File: src/rtl/axwm_pkg.sv
// Shared constants for the write burst master.
// Assumes a 64-bit data bus and full-width incrementing bursts only.
package axwm_pkg;
    localparam int ADDR_W      = 32;
    localparam int LEN_W       = 8;
    localparam int DATA_W      = 64;
    localparam int STRB_W      = DATA_W / 8;
    localparam int OUTSTANDING = 16;

    localparam logic [2:0] SIZE_8B     = 3'b011;
    localparam logic [1:0] BURST_INCR  = 2'b01;
    localparam logic [3:0] CACHE_BUFMD = 4'b0011;

    typedef enum logic [1:0] {
        RESP_OKAY   = 2'b00,
        RESP_EXOKAY = 2'b01,
        RESP_SLVERR = 2'b10,
        RESP_DECERR = 2'b11
    } resp_e;
endpackage

File: src/rtl/axwm_len_fifo.sv
// Length-code queue: one entry per burst whose address was issued but
// whose final beat is not yet loaded. The head is read combinationally.
// Assumes the caller never pushes when full or pops when empty.
module axwm_len_fifo #(
    parameter int WIDTH = 8,
    parameter int DEPTH = 16
) (
    input  logic             clk,
    input  logic             rst_n,
    input  logic             push,
    input  logic [WIDTH-1:0] push_len,
    input  logic             pop,
    output logic [WIDTH-1:0] head,
    output logic             full,
    output logic             empty
);
    localparam int PTR_W = (DEPTH > 1) ? $clog2(DEPTH) : 1;
    localparam int CNT_W = $clog2(DEPTH + 1);
    localparam logic [PTR_W-1:0] LAST_IDX = PTR_W'(DEPTH - 1);

    logic [WIDTH-1:0] mem [DEPTH];
    logic [PTR_W-1:0] wr_ptr, rd_ptr;
    logic [CNT_W-1:0] count;

    // Storage write; contents need no reset.
    always_ff @(posedge clk) begin
        if (push) mem[wr_ptr] <= push_len;
    end

    // Pointer and occupancy bookkeeping.
    always_ff @(posedge clk) begin
        if (!rst_n) begin
            wr_ptr <= '0;
            rd_ptr <= '0;
            count  <= '0;
        end else begin
            if (push) wr_ptr <= (wr_ptr == LAST_IDX) ? '0 : wr_ptr + 1'b1;
            if (pop)  rd_ptr <= (rd_ptr == LAST_IDX) ? '0 : rd_ptr + 1'b1;
            if (push && !pop)      count <= count + 1'b1;
            else if (pop && !push) count <= count - 1'b1;
        end
    end

    assign head  = mem[rd_ptr];
    assign full  = (count == CNT_W'(DEPTH));
    assign empty = (count == '0);

    AST_LQ_NO_OVERFLOW:  assert property (@(posedge clk) disable iff (!rst_n) push |-> !full);
    AST_LQ_NO_UNDERFLOW: assert property (@(posedge clk) disable iff (!rst_n) pop |-> !empty);
endmodule

File: src/rtl/axwm_aw_issue.sv
// Address issue stage: takes a request from the request queue into the
// address register whenever the register is free or being accepted,
// records its length code, and holds the payload until ready.
// Assumes first-word-fall-through request queue.
module axwm_aw_issue #(
    parameter int ADDR_W = 32,
    parameter int LEN_W  = 8
) (
    input  logic              clk,
    input  logic              rst_n,
    input  logic              init_done,
    input  logic [ADDR_W-1:0] rq_addr,
    input  logic [LEN_W-1:0]  rq_len,
    input  logic              rq_empty,
    output logic              rq_pop,
    input  logic              lq_full,
    output logic              lq_push,
    output logic [LEN_W-1:0]  lq_len,
    output logic              awvalid,
    output logic [ADDR_W-1:0] awaddr,
    output logic [LEN_W-1:0]  awlen,
    input  logic              awready
);
    logic load;

    // Load when enabled, a request waits, the register frees, and room remains.
    always_comb begin
        load = init_done && !rq_empty && !lq_full && (!awvalid || awready);
    end

    assign rq_pop  = load;
    assign lq_push = load;
    assign lq_len  = rq_len;

    // Address register with valid.
    always_ff @(posedge clk) begin
        if (!rst_n) begin
            awvalid <= 1'b0;
            awaddr  <= '0;
            awlen   <= '0;
        end else if (load) begin
            awvalid <= 1'b1;
            awaddr  <= rq_addr;
            awlen   <= rq_len;
        end else if (awready) begin
            awvalid <= 1'b0;
        end
    end

    AST_AW_HOLD: assert property (@(posedge clk) disable iff (!rst_n)
        (awvalid && !awready) |=> (awvalid && $stable(awaddr) && $stable(awlen)));
    AST_AW_INIT_GATE: assert property (@(posedge clk) disable iff (!rst_n)
        (!init_done && !awvalid) |=> !awvalid);
endmodule

File: src/rtl/axwm_w_issue.sv
// Data issue stage: moves beats from the data queue into the data register,
// counts beats against the head length code and flags the final beat,
// then retires that length entry. Assumes first-word-fall-through queue.
module axwm_w_issue #(
    parameter int DATA_W = 64,
    parameter int STRB_W = 8,
    parameter int LEN_W  = 8
) (
    input  logic              clk,
    input  logic              rst_n,
    input  logic              init_done,
    input  logic [DATA_W-1:0] dq_data,
    input  logic [STRB_W-1:0] dq_strb,
    input  logic              dq_empty,
    output logic              dq_pop,
    input  logic              lq_empty,
    input  logic [LEN_W-1:0]  lq_head,
    output logic              lq_pop,
    output logic              wvalid,
    output logic [DATA_W-1:0] wdata,
    output logic [STRB_W-1:0] wstrb,
    output logic              wlast,
    input  logic              wready
);
    logic             load;
    logic             final_beat;
    logic [LEN_W-1:0] beat_cnt;

    // Load only when a burst is known, a beat waits and the register frees.
    always_comb begin
        load       = init_done && !dq_empty && !lq_empty && (!wvalid || wready);
        final_beat = (beat_cnt == lq_head);
    end

    assign dq_pop = load;
    assign lq_pop = load && final_beat;

    // Beat position within the burst at the head of the length queue.
    always_ff @(posedge clk) begin
        if (!rst_n)    beat_cnt <= '0;
        else if (load) beat_cnt <= final_beat ? '0 : beat_cnt + 1'b1;
    end

    // Data register with valid and last flag.
    always_ff @(posedge clk) begin
        if (!rst_n) begin
            wvalid <= 1'b0;
            wdata  <= '0;
            wstrb  <= '0;
            wlast  <= 1'b0;
        end else if (load) begin
            wvalid <= 1'b1;
            wdata  <= dq_data;
            wstrb  <= dq_strb;
            wlast  <= final_beat;
        end else if (wready) begin
            wvalid <= 1'b0;
        end
    end

    AST_W_HOLD: assert property (@(posedge clk) disable iff (!rst_n)
        (wvalid && !wready) |=> (wvalid && $stable(wdata) && $stable(wstrb) && $stable(wlast)));
    AST_W_INIT_GATE: assert property (@(posedge clk) disable iff (!rst_n)
        (!init_done && !wvalid) |=> !wvalid);
endmodule

File: src/rtl/axi_wburst_master.sv
// Write burst master top: joins the address and data issue stages through
// the length queue, ties the constant attributes, and watches responses.
// Assumes one ID, full-width INCR bursts and queues on the bus clock side.
module axi_wburst_master
    import axwm_pkg::*;
#(
    parameter int AW_BITS = ADDR_W,
    parameter int LW_BITS = LEN_W,
    parameter int DW_BITS = DATA_W,
    parameter int MAX_OUT = OUTSTANDING
) (
    input  logic                 aclk,
    input  logic                 aresetn,
    input  logic                 init_done,
    input  logic [AW_BITS-1:0]   rq_addr,
    input  logic [LW_BITS-1:0]   rq_len,
    input  logic                 rq_empty,
    output logic                 rq_pop,
    input  logic [DW_BITS-1:0]   dq_data,
    input  logic [DW_BITS/8-1:0] dq_strb,
    input  logic                 dq_empty,
    output logic                 dq_pop,
    output logic                 m_awid,
    output logic [AW_BITS-1:0]   m_awaddr,
    output logic [LW_BITS-1:0]   m_awlen,
    output logic [2:0]           m_awsize,
    output logic [1:0]           m_awburst,
    output logic                 m_awlock,
    output logic [3:0]           m_awcache,
    output logic [2:0]           m_awprot,
    output logic [3:0]           m_awqos,
    output logic                 m_awuser,
    output logic                 m_awvalid,
    input  logic                 m_awready,
    output logic [DW_BITS-1:0]   m_wdata,
    output logic [DW_BITS/8-1:0] m_wstrb,
    output logic                 m_wlast,
    output logic                 m_wuser,
    output logic                 m_wvalid,
    input  logic                 m_wready,
    input  logic                 m_bid,
    input  logic [1:0]           m_bresp,
    input  logic                 m_buser,
    input  logic                 m_bvalid,
    output logic                 m_bready,
    output logic                 wr_err
);
    localparam int SW_BITS = DW_BITS / 8;

    logic               lq_push, lq_pop, lq_full, lq_empty;
    logic [LW_BITS-1:0] lq_len, lq_head;

    assign m_awid    = 1'b0;
    assign m_awsize  = SIZE_8B;
    assign m_awburst = BURST_INCR;
    assign m_awlock  = 1'b0;
    assign m_awcache = CACHE_BUFMD;
    assign m_awprot  = 3'b000;
    assign m_awqos   = 4'b0000;
    assign m_awuser  = 1'b0;
    assign m_wuser   = 1'b0;
    assign m_bready  = 1'b1;

    axwm_aw_issue #(.ADDR_W(AW_BITS), .LEN_W(LW_BITS)) u_aw (
        .clk(aclk), .rst_n(aresetn), .init_done(init_done),
        .rq_addr(rq_addr), .rq_len(rq_len), .rq_empty(rq_empty), .rq_pop(rq_pop),
        .lq_full(lq_full), .lq_push(lq_push), .lq_len(lq_len),
        .awvalid(m_awvalid), .awaddr(m_awaddr), .awlen(m_awlen), .awready(m_awready)
    );

    axwm_len_fifo #(.WIDTH(LW_BITS), .DEPTH(MAX_OUT)) u_lq (
        .clk(aclk), .rst_n(aresetn), .push(lq_push), .push_len(lq_len),
        .pop(lq_pop), .head(lq_head), .full(lq_full), .empty(lq_empty)
    );

    axwm_w_issue #(.DATA_W(DW_BITS), .STRB_W(SW_BITS), .LEN_W(LW_BITS)) u_w (
        .clk(aclk), .rst_n(aresetn), .init_done(init_done),
        .dq_data(dq_data), .dq_strb(dq_strb), .dq_empty(dq_empty), .dq_pop(dq_pop),
        .lq_empty(lq_empty), .lq_head(lq_head), .lq_pop(lq_pop),
        .wvalid(m_wvalid), .wdata(m_wdata), .wstrb(m_wstrb), .wlast(m_wlast),
        .wready(m_wready)
    );

    // Sticky error flag on any error-coded response handshake.
    always_ff @(posedge aclk) begin
        if (!aresetn)
            wr_err <= 1'b0;
        else if (m_bvalid && m_bready &&
                 (m_bresp == RESP_SLVERR || m_bresp == RESP_DECERR))
            wr_err <= 1'b1;
    end

    AST_ERR_STICKY: assert property (@(posedge aclk) disable iff (!aresetn)
        wr_err |=> wr_err);
    AST_BRESP_ID: assert property (@(posedge aclk) disable iff (!aresetn)
        m_bvalid |-> (m_bid == 1'b0 && m_buser == 1'b0));
endmodule

File: config.mk
export PLATFORM = sky130hd
export DESIGN_NAME = axi_wburst_master
export DESIGN_NICKNAME = d
export VERILOG_FILES = /design/src/rtl/axwm_pkg.sv /design/src/rtl/axwm_len_fifo.sv /design/src/rtl/axwm_aw_issue.sv /design/src/rtl/axwm_w_issue.sv /design/src/rtl/axi_wburst_master.sv
export SDC_FILE = /design/constraint.sdc
export NUM_CORES = 1
export LEC_CHECK = 0
export BUFFER_PORTS_ARGS = -buffer_cell sky130_fd_sc_hd__buf_2
export CORE_MARGIN = 1
export CORE_UTILIZATION = 57
export CTS_BUF_LIST = sky130_fd_sc_hd__clkbuf_8 sky130_fd_sc_hd__clkbuf_16
export DETAILED_ROUTE_END_ITERATION = 7
export GPL_TIMING_DRIVEN = 1
export PLACE_DENSITY = 0.85
export SYNTH_ARGS = -nofsm -noshare
export SYNTH_HDL_FRONTEND = slang
export SYNTH_SLANG_ARGS = --single-unit
File: constraint.sdc
create_clock -name aclk -period 6.2 [get_ports aclk]
set_input_delay 0.62 -clock aclk [delete_from_list [all_inputs] [get_ports aclk]]
set_output_delay 0.62 -clock aclk [all_outputs]
set_load 0.02 [all_outputs]
==> metrics.md, run 1 <==
| Metric | Value |
|---|---|
| Minimum clock period | 4.901 ns |
| Worst slew pin tran | 0.9783 ns |
| Post-Synthesis Cells | between 900 and 1,000 |
| Final Max Tran Viols | 0 |
| CP Class | reg -> reg |
| Worst skew pair latency | 0.52 ns |
| Synthesized flop and latch total | 269 |
| Crit path max fanout | 17 |
| # rows | 49 |
| Worst-path clk slew | 0.06 ns |
| CP arrival | between 5 and 6 ns |
| Final core occ | 0.6997 |
| Hold Path Class | in -> reg |
| Switching Fraction | 0.2356 |
| Drt drc | 0 |
| Die Area | 19,020 um^2 |
| Antenna fix cells | 0 |
| Worst Clk Skew | 0.01414 ns |
| IO buf count | 238 |
| Via density | between 5 and 6 |
| Worst-case clock buffer depth | 3 |
| Ys Warns | 0 |
| Routed len/inst | 17.15 um |
| Cts bufs inserted | 26 |
| Largest net degree at the start of global routing | just over 90 |
| Endpoint class of the critical path | register |
| H-tree levels | 1 |
| HPWL after DPL | 15,380 um |
| Global route total overflow | 0 |
| Synthesized area | 10,530 um^2 |
| DRT antenna net count | 0 |
| Via count | roughly 7,500 |
| Comb pwr share | 0.093 |
| CP startpoint kind | register |
| Initial antenna violation count | 0 |
| LEAKAGE | 0.004925 uW |
| # resized after CTS | 0 |
| Post-Synth Adder-Cell Area | 0.01379 |
| Sequential-to-total area share from yosys stat | 0.6333 |
| Fin. Hold Viols | 0 |
| Chip width | 137.9 um |
| Internal power | 2961 uW |
| Max transition margin | 0.3454 |
| CTS Sinks | 269 |
| DRT iter0 DRCs | 527 |
| Area Overhead vs Synth | 19.81% |
| Postcts setup bufs | 0 |
| Die Y-Extent | 137.9 um |
| Hold slack | roughly 0.33 ns |
| Share of cells above drive strength 1 | 0.2860 |
| Async S/R FF share, synth | 0 |
| Post-Syn Area per Cell | 11.54 um^2 |
| Distinct cells, synth | about 50 |
| Sequential power share | 0.503 |
| CTS tree | yes |
| Final Setup Violations | 0 |
| Peak supply drop | between 0.0002 and 0.00025 V |
| Max Fclk | 0.2040 GHz |
| EDFF count, synth | 128 |
| Final GP Congestion | 0.8343 |
| Pwr Total | about 3900 uW |
| Final setup TNS | 0 ns |
| Clk network pwr share | 0.404 |
| Initial core utilization | 0.5840 |
| CTS root buf | clkbuf_16 |
| Fill cells | 1,228 |
| # Max-Cap Violations | 0 |
| Final net count | 1,264 |
| PwrDens | 307.1 nW/um^2 |
| Main combinational cell family by area after synthesis | simple AND/OR/NAND/NOR gates |
| Final wirelength | approximately 24,000 um |
| Run status | complete, no violations |
| Post-synthesis simple-gate area fraction | 0.1239 |
| Vias in the first global route | around 7,000 |
| Gr usage total | 0.2388 |
| Multiplexer share of the synthesized area | 0.08974 |
| Post-Synth XOR/XNOR Area | 0.01747 |
| Synth Area in Compound Gates | 0.08000 |
| Critical Path RT | 6.64 ns |
| RSZ-0062 raised after global routing | false |
| Hold bufs inserted after CTS | 0 |
| # IOs | 263 |
| Global-route wire length before repair | 34,910 um |
| Area of the core | 18,020 um^2 |
| Final Cycle Share | 0.7905 |
| DRT Pass-1 Iters | 6 |
| Synth Flop Type | dfxtp_1 |
| Psw | 912.6 uW |
-- placed cells by master, fill, tap and decap left out, drive strengths merged, types with 7 or more instances in the layout --
| cell | instances |
|---|---|
| a21oi | 122 |
| nand2 | 238 |
| nor3 | 15 |
| conb | 21 |
| clkbuf | 28 |
| buf | 249 |
| xor2 | 15 |
| mux4 | 27 |
| mux2 | 7 |
| nor2 | 28 |
| dfxtp | 141 |
| inv | 12 |
| clkinv | 8 |
| nand4 | 7 |
| edfxtp | 128 |
| ha | 10 |
| nand2b | 9 |
| mux2i | 25 |
-- Yosys cell counts (6+ instances only) --
cell type	instances	area share
a21oi_1	122	0.058
buf_2	7	0.0033
buf_4	22	0.016
clkbuf_1	44	0.016
dfxtp_1	141	0.27
edfxtp_1	128	0.37
ha_1	10	0.012
inv_1	7	0.0025
mux2_2	7	0.0075
mux2i_1	25	0.024
mux4_2	25	0.053
nand2_1	238	0.085
nand2b_1	9	0.0053
nand4_1	7	0.0042
nor2_1	28	0.010
nor3_1	14	0.0067
xnor2_1	6	0.0050
xor2_1	15	0.012
-- worst max-delay path, stage by stage, from the launching register on --
cell and delay [ns]:
dfxtp_2 0.71, mux4_1 0.66, mux4_2 0.51, xor2_1 0.18, a2111oi_4 0.45, o211ai_4 0.17
nor3_4 0.49, inv_1 0.09, ha_1 0.22, inv_1 0.13, ha_1 0.29, a21o_1 0.20
a21oi_1 0.17, xnor2_1 0.09, or3_1 0.30, a21oi_1 0.13
-- cell families after synthesis --
logic type                 count (synthesis)
buffers and inverters                     87
other                                      2
xor gates and xnor gates                  21
adders and majority gates                 11
DFF                                      269
muxes                                     59
and+or+nand+nor                          315
AOI/OAI and AO/OA                        148
-- routing by layer --
metal / up-vias / wire length [um] / GRT usage
li1: 3562 / - / -
met1: 3536 / 9180 / 0.2983
met2: 324 / 12190 / 0.4142
met3: 41 / 1704 / 0.05154
met4: 0 / 522 / 0.07367
met5: - / 0 / 0
-- power by group through the flow --
| stage | clock, uW | sequential (uW) | combinational (uW) |
|---|---|---|---|
| 3_3_place_gp | 0 | 1980 | 352 |
| 5_1_grt | 1650 | 1950 | 399 |
| 6_report | 1570 | 1950 | 362 |
| 4_1_cts | 1580 | 1950 | 362 |
| 2_1_floorplan | 0 | 2040 | 179 |
| 3_5_place_dp | 0 | 1980 | 360 |
-- state kept, by name, summed over array words and instances (netlist names), 4 cells and up, named ones only --
signal,count
u_lq.rd_ptr,4
u_aw.awlen,8
u_lq.count,5
u_w.wdata,64
u_aw.awaddr,32
u_w.wstrb,8
u_lq.mem,128
u_lq.wr_ptr,4
u_w.beat_cnt,8
-- per-stage QoR --
| step | setup slack (ns) | cell area [um^2] | std cells |
|---|---|---|---|
| floorplan | 2.113 | 10600 | 931 |
| global placement | 1.389 | 11760 | 1330 |
| detailed placement | 1.342 | 11760 | 1330 |
| CTS | 1.278 | 12610 | 1376 |
| global route | 0.9778 | 12610 | 1376 |
| finish | 1.299 | 12610 | 1376 |
-- worst paths after layout --
kind,from,end,slack (ns),depth (start not counted)
min reg2reg,u_w.wdata[42]$_SDFFE_PN0P_,u_w.wdata[42]$_SDFFE_PN0P_,0.45,2
max reg2reg,register,u_lq.count[4]$_SDFFE_PN0P_,1.30,15
min,dq_data[16],u_w.wdata[16]$_SDFFE_PN0P_,0.33,3
max,register,u_lq.count[4]$_SDFFE_PN0P_,1.30,15
-- final cells by class --
cell class | instances | area, um^2 | area share
Inverter | 8 | 32.53 | 0.002579
Timing Repair Buffer | 249 | 1274 | 0.1010
Clock inverter | 18 | 162.7 | 0.01290
Multi-Input combinational cell | 575 | 3498 | 0.2774
Sequential cell | 269 | 6669 | 0.5288
Tap cell | 229 | 286.5 | 0.02272
Clock buffer | 28 | 689.4 | 0.05466
(Power assumes the default switching activity.)
==> run 2: changes to the inputs <==
Settings changed: ABC_AREA set to 1, CORE_UTILIZATION 57 to 53, PLACE_DENSITY 0.85 to 0.79.
Clock period 6.2 ns to 4.8 ns, I/O delays scaled along.
==> run 2 against run 1 <==
Against the previous run: synthesized cell count is 32% higher; sequential power is 28% higher; utilization is 5.5 points lower; first-iteration DRC count is 36% higher; non-clock buffer count stayed put; final cell count is 24% higher; power is 31% higher; critical endpoint unchanged; largest cell class unchanged.
==> metrics.md, run 2 <==
| Metric | Value |
|---|---|
| Fill cells | 1,566 (+28%) |
| DRT iter0 DRCs | 716 (+36%) |
| Max transition margin | 0.2770 (-0.06844) |
| # IOs | 263 (unchanged) |
| Routed len/inst | 15.47 um (-9.8%) |
| CP startpoint kind | register |
| Final Max Tran Viols | 0 (unchanged) |
| Crit path max fanout | 43 (+26) |
| Ys Warns | 0 (unchanged) |
| Postcts setup bufs | 0 (unchanged) |
| Sequential-to-total area share from yosys stat | 0.6106 (-0.02272) |
| Most common cell after layout, fill and taps aside | nand2_1 |
| Hold Path Class | in -> reg |
| LEAKAGE | 0.005683 uW (+15%) |
| Minimum clock period | 3.854 ns (-1.047 ns) |
| Worst-path clk slew | 0.06 ns (about the same) |
| IO buf count | 238 (unchanged) |
| Critical Path RT | 5.21 ns (-1.43 ns) |
| CP dominant cell by count | nand2_1 |
| Area share of the largest cell type after synthesis | 0.3521 (-0.01310) |
| Initial antenna violation count | 0 (unchanged) |
| Count leader, synth | nand2_1 |
| Worst Clk Skew | 0.01183 ns (-0.002310 ns) |
| PwrDens | 389.1 nW/um^2 (+27%) |
| Final wirelength | 26,460 um (+12%) |
| Via density | 5.148 (-5.1%) |
| Die Area | 21,180 um^2 (+11%) |
| Endpoint class of the critical path | register |
| Biggest register | u_lq.mem |
| Distinct cells, synth | 37 (-27%) |
| # rows | 52 (+6.1%) |
| # Max-Cap Violations | 0 (unchanged) |
| Final Cycle Share | 0.8030 (+0.01249) |
| R2R Setup Slk | 0.95 ns (-0.35 ns) |
| Run status | complete, no violations |
| Final setup TNS | 0 ns (unchanged) |
| Hold bufs inserted after CTS | 0 (unchanged) |
| Worst slew pin tran | 1.076 ns (+0.09799 ns) |
| # resized after CTS | 0 (unchanged) |
| Global-route wire length before repair | 41,610 um (+19%) |
| Via count | 8,809 (+18%) |
| Area of the core | 20,230 um^2 (+12%) |
| Cts bufs inserted | 28 (+7.7%) |
| Synth Flop Type | dfxtp_1 |
| Slowest cell on crit path | dfxtp_2 |
| Top flop regs | u_lq.mem (128), u_w.wdata (64), u_aw.awaddr (32) |
| Setup ws final | 0.9456 ns (-0.3533 ns) |
| DRT antenna net count | 0 (unchanged) |
| Share of cells above drive strength 1 | 0.2130 (-0.07292) |
| Post-Syn Area per Cell | 9.046 um^2 (-22%) |
| Synthesized area | 10,920 um^2 (+3.7%) |
| CP bufs+invs | 3 (+1) |
| DP Worst Slack | 0.9926 ns (-0.3497 ns) |
| Area Overhead vs Synth | 19.41% |
| Hold slack | 0.1891 ns (-0.1445 ns) |
| Worst skew pair latency | 0.53 ns (about the same) |
| Synthesized flop and latch total | 269 (unchanged) |
| Global route total overflow | 0 (unchanged) |
| Largest net degree at the start of global routing | 82 (-9.9%) |
| Final GP Congestion | 0.8306 (-0.44%) |
| Final net count | 1,554 (+23%) |
| Worst-case clock buffer depth | 3 (unchanged) |
| Synth area leader | edfxtp_1 |
| Leading post-synthesis cells by cell area | edfxtp_1 35%, dfxtp_1 26%, nand2_1 14% |
| H-tree levels | 1 (unchanged) |
| Fin. Hold Viols | 0 (unchanged) |
| CTS tree | yes |
| Die Y-Extent | 145.5 um (+5.5%) |
| DRT Pass-1 Iters | 5 (-1) |
| Final Setup Violations | 0 (unchanged) |
| Largest register FFs | 128 (unchanged) |
| Gr usage total | 0.2463 (+0.007512) |
| HPWL after DPL | 17,220 um (+12%) |
| CP peak stage delay | 0.49 ns (-0.22 ns) |
| Most frequent cells in the layout | 410 x nand2_1, 238 x buf_2, 140 x dfxtp_1 |
| Vias in the first global route | 8,340 (+21%) |
| Worst reg2reg endpoint | u_lq.count[4]$_SDFFE_PN0P_ |
| End of the critical path | u_lq.count[4]$_SDFFE_PN0P_ |
| Async S/R FF share, synth | 0 (unchanged) |
| CP Class | reg -> reg |
| Initial core utilization | 0.5396 (-0.04442) |
| EDFF count, synth | 128 (unchanged) |
| CP arrival | 4.27 ns (-1.07 ns) |
| Post-synth top cells | 410 x nand2_1, 141 x dfxtp_1, 128 x edfxtp_1 |
| CTS root buf | clkbuf_16 |
| Antenna fix cells | 0 (unchanged) |
| Chip width | 145.5 um (+5.5%) |
| CTS Sinks | 269 (unchanged) |
| Cell family contributing the most delay on the critical path | simple AND/OR/NAND/NOR gates |
| RSZ-0062 raised after global routing | false |
| Drt drc | 0 (unchanged) |
| Peak supply drop | 0.0003366 V (+43%) |
| Logic depth of the worst path, buffers included | 22 (+7) |
| CP Cell Sequence | buf_4 > nand2_1 > nand2_1 > nand2_1 > nand3_1 > nand3_1 > nand3_1 > nand2_1 > inv_1 > nand2_1 > nor2_4 > nand3_2 > ha_1 > inv_1 > ha_1 > a21o_1 > a31oi_1 > nor2_1 > nor2_1 > nand2_1 > o21ai_0 > a21oi_1 |
| Max Fclk | 0.2594 GHz (+27%) |
| Post-Synthesis Cells | 1,207 (+32%) |
| R2r worst-path depth | 22 (+7) |
run 2: cell count changes after synthesis, sizes merged, moves of 8 or more:
cell | before | now
nand2 | 238 | 411
nand3 | 0 | 87
inv | 7 | 80
nor2 | 28 | 74
mux4 | 27 | 0
mux2i | 25 | 0
o21ai | 5 | 29
buf | 35 | 50
nor3 | 15 | 4
xor2 | 15 | 5
nand2b | 9 | 0
clkbuf | 44 | 36
run 2: worst register-to-register path: cells and delay by family (launching register included):
kind | cells | cell delay, ns
and+or+nand+nor | 13 | 1.41
AOI/OAI and AO/OA | 4 | 0.56
DFF | 1 | 0.49
adders and majority gates | 2 | 0.60
buffers and inverters | 3 | 0.66
run 2: cell families after synthesis:
family          Yosys count  share of synthesized area
fa+ha+maj                11                    0.01329
other cells               2                  0.0006879
xor+xnor                  8                   0.006418
compound gates          163                    0.07827
simple gates            587                     0.2167
flops                   269                     0.6106
buf+inv                 167                    0.07403
run 2: where the power goes:
part           switching, uW  internal [uW]  total, uW
registers               35.5           2470       2500
logic                    291            140        431
clock network            856           1280       2140
total                   1180           3890       5070
run 2: through the flow:
stage | power, uW | cells | instance area [um^2] | util
final | 5073 | 1711 | 13040 | 0.6443
after global routing | 5238 | 1711 | 13040 | 0.6443
after CTS | 5089 | 1711 | 13040 | 0.6443
after detailed placement | 2980 | 1659 | 12110 | 0.5986
after global placement | 2969 | 1659 | 12110 | 0.5986
after floorplan | 2822 | 1226 | 10990 | -
run 2: layer usage:
layer | GRT usage | vias up | part of all wire
met4 | 0.09474 | 0 | 0.031
met2 | 0.4313 | 384 | 0.50
met5 | 0 | - | 0
met3 | 0.04734 | 61 | 0.079
li1 | - | 4304 | -
met1 | 0.3009 | 4060 | 0.39
run 2: worst min path at each step:
stage	depth (start not counted)	slack, ns	to	startpoint
2_1_floorplan	2	0.46	u_lq.count[4]$_SDFFE_PN0P_	u_lq.count[4]$_SDFFE_PN0P_
3_3_place_gp	2	0.45	wr_err$_SDFFE_PN0P_	wr_err$_SDFFE_PN0P_
3_5_place_dp	2	0.45	u_w.wdata[52]$_SDFFE_PN0P_	u_w.wdata[52]$_SDFFE_PN0P_
4_1_cts	3	0.17	wr_err$_SDFFE_PN0P_	m_bresp[1]
5_1_grt	3	0.18	u_aw.awaddr[21]$_SDFFE_PN0P_	rq_addr[21]
6_report	3	0.19	wr_err$_SDFFE_PN0P_	m_bresp[1]
run 2: area by class of cell:
cell class                      instances  area, um^2  area share
Clock inverter                         21       172.7     0.01324
Multi-Input combinational cell        790        3525      0.2703
Sequential cell                       269        6668      0.5114
Inverter                               81       307.8     0.02361
Tap cell                              270       337.8     0.02591
Clock buffer                           31       753.2     0.05777
Timing Repair Buffer                  249        1274     0.09770
